**src/rtl/spi_slv_pkg.sv**
```systemverilog
package spi_slv_pkg;

    localparam int unsigned SPI_W     = 8;
    localparam int unsigned SPI_CNT_W = $clog2(SPI_W);

    typedef struct packed {
        logic                 active;
        logic                 first;
        logic [SPI_CNT_W-1:0] rx_cnt;
        logic [SPI_CNT_W-1:0] tx_cnt;
        logic [SPI_W-1:0]     rx_sh;
        logic [SPI_W-1:0]     tx_sh;
        logic [SPI_W-1:0]     tx_hold;
        logic                 tx_pend;
        logic                 miso;
        logic                 rx_valid;
        logic [SPI_W-1:0]     rx_data;
        logic                 rx_cmd;
        logic                 start;
        logic                 stop;
    } spi_eng_t;

endpackage

```
**src/rtl/spi_slv_sync.sv**
```systemverilog
module spi_slv_sync #(
    parameter int unsigned   N       = 3,
    parameter int unsigned   STAGES  = 2,
    parameter logic [N-1:0]  RST_VAL = '0
) (
    input  logic         clk,
    input  logic         rst_n,
    input  logic [N-1:0] din,
    output logic [N-1:0] dout,
    output logic [N-1:0] rise,
    output logic [N-1:0] fall
);

    localparam int unsigned CHAIN = STAGES + 1;

    for (genvar g = 0; g < N; g++) begin : g_bit
        logic [CHAIN-1:0] chain_q;

        always_ff @(posedge clk or negedge rst_n) begin
            if (!rst_n) chain_q <= {CHAIN{RST_VAL[g]}};
            else        chain_q <= {chain_q[CHAIN-2:0], din[g]};
        end

        assign dout[g] = chain_q[STAGES-1];
        assign rise[g] = chain_q[STAGES-1] & ~chain_q[STAGES];
        assign fall[g] = ~chain_q[STAGES-1] & chain_q[STAGES];
    end

endmodule

```
**src/rtl/spi_slv_engine.sv**
```systemverilog
module spi_slv_engine
    import spi_slv_pkg::*;
(
    input  logic             clk,
    input  logic             rst_n,
    input  logic             cpol,
    input  logic             cpha,
    input  logic             lsb_first,
    input  logic             sclk_rise,
    input  logic             sclk_fall,
    input  logic             sel_on,
    input  logic             sel_off,
    input  logic             mosi_bit,
    input  logic             tx_load,
    input  logic [SPI_W-1:0] tx_data,
    output logic             miso,
    output logic             rx_valid,
    output logic [SPI_W-1:0] rx_data,
    output logic             rx_is_cmd,
    output logic             xfer_start,
    output logic             xfer_end
);

    localparam logic [SPI_CNT_W-1:0] LAST_BIT = SPI_CNT_W'(SPI_W - 1);

    spi_eng_t st_q, st_d;

    logic             cap_on_rise;
    logic             capture;
    logic             launch;
    logic [SPI_W-1:0] next_byte;
    logic [SPI_W-1:0] rx_asm;

    always_comb begin
        cap_on_rise = (cpol == cpha);
        capture     = cap_on_rise ? sclk_rise : sclk_fall;
        launch      = cap_on_rise ? sclk_fall : sclk_rise;
        next_byte   = st_q.tx_pend ? st_q.tx_hold : '0;
        rx_asm      = lsb_first ? {mosi_bit, st_q.rx_sh[SPI_W-1:1]}
                                : {st_q.rx_sh[SPI_W-2:0], mosi_bit};

        st_d          = st_q;
        st_d.rx_valid = 1'b0;
        st_d.rx_cmd   = 1'b0;
        st_d.start    = 1'b0;
        st_d.stop     = 1'b0;

        if (sel_on) begin
            st_d.active = 1'b1;
            st_d.first  = 1'b1;
            st_d.rx_cnt = '0;
            st_d.tx_cnt = '0;
            st_d.rx_sh  = '0;
            st_d.start  = 1'b1;
            st_d.tx_sh  = '0;
            if (!cpha) begin
                st_d.tx_sh   = next_byte;
                st_d.tx_pend = 1'b0;
                st_d.tx_cnt  = SPI_CNT_W'(1);
            end
        end else if (sel_off) begin
            st_d.active = 1'b0;
            st_d.rx_cnt = '0;
            st_d.tx_cnt = '0;
            st_d.rx_sh  = '0;
            st_d.tx_sh  = '0;
            st_d.stop   = st_q.active;
        end else if (st_q.active) begin
            if (capture) begin
                st_d.rx_sh = rx_asm;
                if (st_q.rx_cnt == LAST_BIT) begin
                    st_d.rx_valid = 1'b1;
                    st_d.rx_data  = rx_asm;
                    st_d.rx_cmd   = st_q.first;
                    st_d.first    = 1'b0;
                    st_d.rx_cnt   = '0;
                end else begin
                    st_d.rx_cnt = st_q.rx_cnt + 1'b1;
                end
            end
            if (launch) begin
                if (st_q.tx_cnt == '0) begin
                    st_d.tx_sh   = next_byte;
                    st_d.tx_pend = 1'b0;
                end else if (lsb_first) begin
                    st_d.tx_sh = st_q.tx_sh >> 1;
                end else begin
                    st_d.tx_sh = st_q.tx_sh << 1;
                end
                st_d.tx_cnt = (st_q.tx_cnt == LAST_BIT) ? '0 : st_q.tx_cnt + 1'b1;
            end
        end

        if (tx_load) begin
            st_d.tx_hold = tx_data;
            st_d.tx_pend = 1'b1;
        end

        st_d.miso = st_d.active &
                    (lsb_first ? st_d.tx_sh[0] : st_d.tx_sh[SPI_W-1]);
    end

    always_ff @(posedge clk or negedge rst_n) begin
        if (!rst_n) st_q <= '0;
        else        st_q <= st_d;
    end

    assign miso       = st_q.miso;
    assign rx_valid   = st_q.rx_valid;
    assign rx_data    = st_q.rx_data;
    assign rx_is_cmd  = st_q.rx_cmd;
    assign xfer_start = st_q.start;
    assign xfer_end   = st_q.stop;

endmodule

```
**src/rtl/spi_cmd_slave.sv**
```systemverilog
module spi_cmd_slave
    import spi_slv_pkg::*;
#(
    parameter int unsigned SYNC_STAGES = 2
) (
    input  logic             clk,
    input  logic             rst_n,
    input  logic             cfg_cpol,
    input  logic             cfg_cpha,
    input  logic             cfg_lsb_first,
    input  logic             spi_sclk,
    input  logic             spi_ss_n,
    input  logic             spi_mosi,
    output logic             spi_miso,
    output logic             rx_valid,
    output logic [SPI_W-1:0] rx_data,
    output logic             rx_is_cmd,
    input  logic             tx_load,
    input  logic [SPI_W-1:0] tx_data,
    output logic             xfer_start,
    output logic             xfer_end
);

    localparam int unsigned IDX_SCLK = 0;
    localparam int unsigned IDX_SEL  = 1;
    localparam int unsigned IDX_MOSI = 2;

    logic [2:0] raw_in;
    logic [2:0] sync_lvl;
    logic [2:0] sync_rise;
    logic [2:0] sync_fall;

    assign raw_in = {spi_mosi, spi_ss_n, spi_sclk};

    spi_slv_sync #(
        .N       (3),
        .STAGES  (SYNC_STAGES),
        .RST_VAL (3'b010)
    ) u_sync (
        .clk   (clk),
        .rst_n (rst_n),
        .din   (raw_in),
        .dout  (sync_lvl),
        .rise  (sync_rise),
        .fall  (sync_fall)
    );

    spi_slv_engine u_eng (
        .clk        (clk),
        .rst_n      (rst_n),
        .cpol       (cfg_cpol),
        .cpha       (cfg_cpha),
        .lsb_first  (cfg_lsb_first),
        .sclk_rise  (sync_rise[IDX_SCLK]),
        .sclk_fall  (sync_fall[IDX_SCLK]),
        .sel_on     (sync_fall[IDX_SEL]),
        .sel_off    (sync_rise[IDX_SEL]),
        .mosi_bit   (sync_lvl[IDX_MOSI]),
        .tx_load    (tx_load),
        .tx_data    (tx_data),
        .miso       (spi_miso),
        .rx_valid   (rx_valid),
        .rx_data    (rx_data),
        .rx_is_cmd  (rx_is_cmd),
        .xfer_start (xfer_start),
        .xfer_end   (xfer_end)
    );

endmodule

```
**config.mk**
```make
export PLATFORM = sky130hd
export DESIGN_NAME = spi_cmd_slave
export DESIGN_NICKNAME = d
export VERILOG_FILES = /design/src/rtl/spi_slv_pkg.sv /design/src/rtl/spi_slv_sync.sv /design/src/rtl/spi_slv_engine.sv /design/src/rtl/spi_cmd_slave.sv
export SDC_FILE = /design/constraint.sdc
export NUM_CORES = 1
export LEC_CHECK = 0
export ABC_AREA = 1
export BUFFER_PORTS_ARGS = -buffer_cell sky130_fd_sc_hd__buf_2
export CORE_UTILIZATION = 52
export DETAILED_ROUTE_END_ITERATION = 10
export GPL_ROUTABILITY_DRIVEN = 0
export GPL_TIMING_DRIVEN = 0
export PLACE_DENSITY = 0.75
export SLEW_MARGIN = 10
export SYNTH_ARGS = -nofsm -noshare
export SYNTH_HDL_FRONTEND = slang
export SYNTH_SLANG_ARGS = --single-unit
```
**constraint.sdc**
```tcl
create_clock -name clk -period 1.9 [get_ports clk]
set_clock_uncertainty 0.15 [all_clocks]
set_input_delay 0.38 -clock clk [delete_from_list [all_inputs] [get_ports clk]]
set_output_delay 0.38 -clock clk [all_outputs]
set_load 0.02 [all_outputs]
```
==> results.toml <==
[drt]
ant_nets = 0
routed_wirelength_um = 4960
drt_pass1_iterations = 4
drc = 0
avgViaCountPerCell = 5.02
drtIter0Drc = 208
wire_per_inst_um = 11.9
vias = 2098

[die]
die_w_um = 73.2
die_y_um = 73.2
dieArea_sq_mm = 0.00536
num_rows = 25
coreArea_sq_mm = 0.00482
start_util_pct = 54.8
io_pins = 30

[logic_synthesis]
synthDistinctLibCells = 30
synth_area_leaders = "dfrtp_1 (48%), nand2_1 (13%), o21ai_0 (7.0%), inv_1 (5.7%), ha_1 (3.8%)"
yosys.area.top_type = "dfrtp_1"
yosys-top-cells-count = "nand2_1 (90), dfrtp_1 (51), inv_1 (40)"
netlist_area_sq_mm = 0.00264
synth-seq-area-share_pct = 51.4
avgSynthCellArea_sq_um = 8.48
yosysMostFrequentCell = "nand2_1"
synth.net_count = 336
synth-edff-count = 0
synth_top_cell_area_share_pct = 48.4
ys_seq_elements = 54
synth_async_sr_flop_share_pct = 100
synthCells = 311
ys.flop_type = "dfrtp_1"
ys_warn_count = 0

[setup_path]
path_cells = "inv_1, ha_4, nor2_4, buf_6, nand2_2, buf_6, nor3_2, o21ai_0"
cp.arrival_ps = 1840
cp_top_family = "flip-flops"
cp.required_ps = 1930
slowest_delay_ps = 550
path_buf_inv = 3
end_kind = "register"
startpoint_type = "register"
critPathMaxFanout = 5
crit_slowest_cell = "dfstp_2"
cpMostUsedCell = "buf_6"
critPathKind = "reg2reg"

[timing]
timing.final.crit_share_pct = 95.3
holdWs_ps = -41.6
worst_slew_pin_slew_ps = 657
setup_viol = 0
final.setup.tns_ps = 0
final_hold_viol_count = 51
clock.fmax_mhz = 552
rsz0062_at_grt = "true"
setup_ws_ps = 88.9
fin_crit_ps = 1810
slew_viol_final = 0
slew_headroom_pct = 56.2

[global_route]
grt_pass1_wl_um = 8460
antenna_found_initial = 0
grt_max_degree = 55
overflow = 0
grt_usage_pct = 20.8
grt_pass1_vias = 1948

[final_layout]
drive_above_1_share_pct = 24.2
diodes = 0
nets = 375
fillers = 433
synthToLayoutAreaGrowth_pct = 15.3

[pwr]
comb_power_share_pct = 22.6
powerDensity_mw_per_mm2 = 828
p_leak_nw = 1.59
clockPowerShare_pct = 24.3
p_sw_mw = 0.773
internal-power_mw = 1.74
switching_share_pct = 30.7
seq_power_share_pct = 53.1
ir_drop_uv = 396

[cts]
clkTransAtPathRegs_ps = 90
htree_num_levels = 2
clock_sinks = 54
clock_latency_ps = 310
cts.path.max_buffers = 2
cts_tree = "built"
cts_root_buf = "clkbuf_8"
cts_hold_buf = 0
cts_buffers = 5

[run]
drv_cap = 0

[worst_hold_path]
hp-class = "in2async"

[placed_design]
dpl.hpwl_um = 3490
portBuffers = 27
dp_slack_ps = -209

[status]
failed_checks = "negative hold slack"
outcome = "finished with violations"
-- power by group through the flow --
stage	clock network, mW	logic, mW	registers, mW
3_5_place_dp	0	0.520	1.35
4_1_cts	0.639	0.528	1.34
2_1_floorplan	0	0.375	1.35
6_report	0.612	0.568	1.34
3_3_place_gp	0	0.502	1.35
5_1_grt	0.672	0.648	1.35
-- sequential cells by signal, indices dropped and copies added (netlist names) --
name	cells
u_eng.miso	1
u_eng.rx_data	8
u_eng.rx_is_cmd	1
u_eng.rx_valid	1
u_eng.st_q	33
u_eng.xfer_end	1
u_eng.xfer_start	1
u_sync.g_bit.chain_q	8
-- cell usage in the layout, fill, tap and decap left out, drive strengths merged, types with 2 or more instances in the layout --
cell	netlist	routed
inv	43	43
a21oi	3	3
nand3	12	12
dfrtp	51	51
nand2	98	98
or2	2	2
dfstp	3	3
ha	8	8
nor2	19	19
o21ai	40	40
o211ai	4	4
clkbuf	2	10
buf	16	48
o221ai	4	4
-- stage by stage --
| step | instances | cell area [sq um] | hold slack (ps) | utilization [%] | power [mW] |
|---|---|---|---|---|---|
| finish | 418 | 3040 | -41.6 | 63.1 | 2.52 |
| global route | 418 | 3040 | 4.84 | 63.1 | 2.67 |
| CTS | 414 | 2960 | 6.48 | 61.4 | 2.50 |
| detailed placement | 405 | 2860 | 191 | 59.3 | 1.87 |
| global placement | 405 | 2860 | 185 | 59.3 | 1.85 |
| floorplan | 311 | 2640 | -65.6 | - | 1.72 |
-- logic make-up after synthesis --
family / count (synthesis) / synth area share, %
buf+inv: 62 / 11.1
compound gates: 53 / 11.5
fa+ha+maj: 8 / 3.80
simple gates: 134 / 22.2
flops: 54 / 51.4
-- routing by layer --
layer  wire [um]  vias up  global-route usage [%]
li1            -     1050                       -
met1        2290      995                    25.9
met2        2390       44                    35.1
met3         188        9                    4.56
met4          89        0                    8.28
met5           0        -                       0
-- path summary, 6_finish.rpt --
| path | from | to | slack, ps | depth (start not counted) |
|---|---|---|---|---|
| setup / recovery | u_sync.g_bit[1].chain_q[1]$_DFF_PN1_ | u_eng.st_q[13]$_DFFE_PN0P_ | 90 | 8 |
| hold / removal | rst_n | u_eng.rx_data[0]$_DFFE_PN0P_ | -40 | 1 |
| setup reg to reg | u_sync.g_bit[1].chain_q[1]$_DFF_PN1_ | u_eng.st_q[13]$_DFFE_PN0P_ | 90 | 8 |
| hold reg to reg | u_sync.g_bit[0].chain_q[0]$_DFF_PN0_ | u_sync.g_bit[0].chain_q[1]$_DFF_PN0_ | 210 | 0 |
| max in group asynchronous | rst_n | u_eng.st_q[30]$_DFFE_PN0P_ | 1210 | 1 |
| min in group clk | spi_ss_n | u_sync.g_bit[1].chain_q[0]$_DFF_PN1_ | 20 | 1 |
-- repair_timing --
action / CTS / global route
buffers inserted: 1 / 2
setup endpoints to repair: 22 / 16
cloned: 0 / 2
pin swaps: 1 / 3
resized for setup: 5 / 17
-- cell type report --
class                           count  area (sq um)  share of cell area, %
Tap cell                           67          83.8                   2.76
Buffer                             18           139                   4.57
Sequential cell                    54          1360                   44.6
Clock buffer                        8          80.1                   2.63
Timing Repair Buffer               32           170                   5.60
Multi-Input combinational cell    195          1040                   34.3
Inverter                           44           170                   5.60
Power figures use the tool's default switching activity.
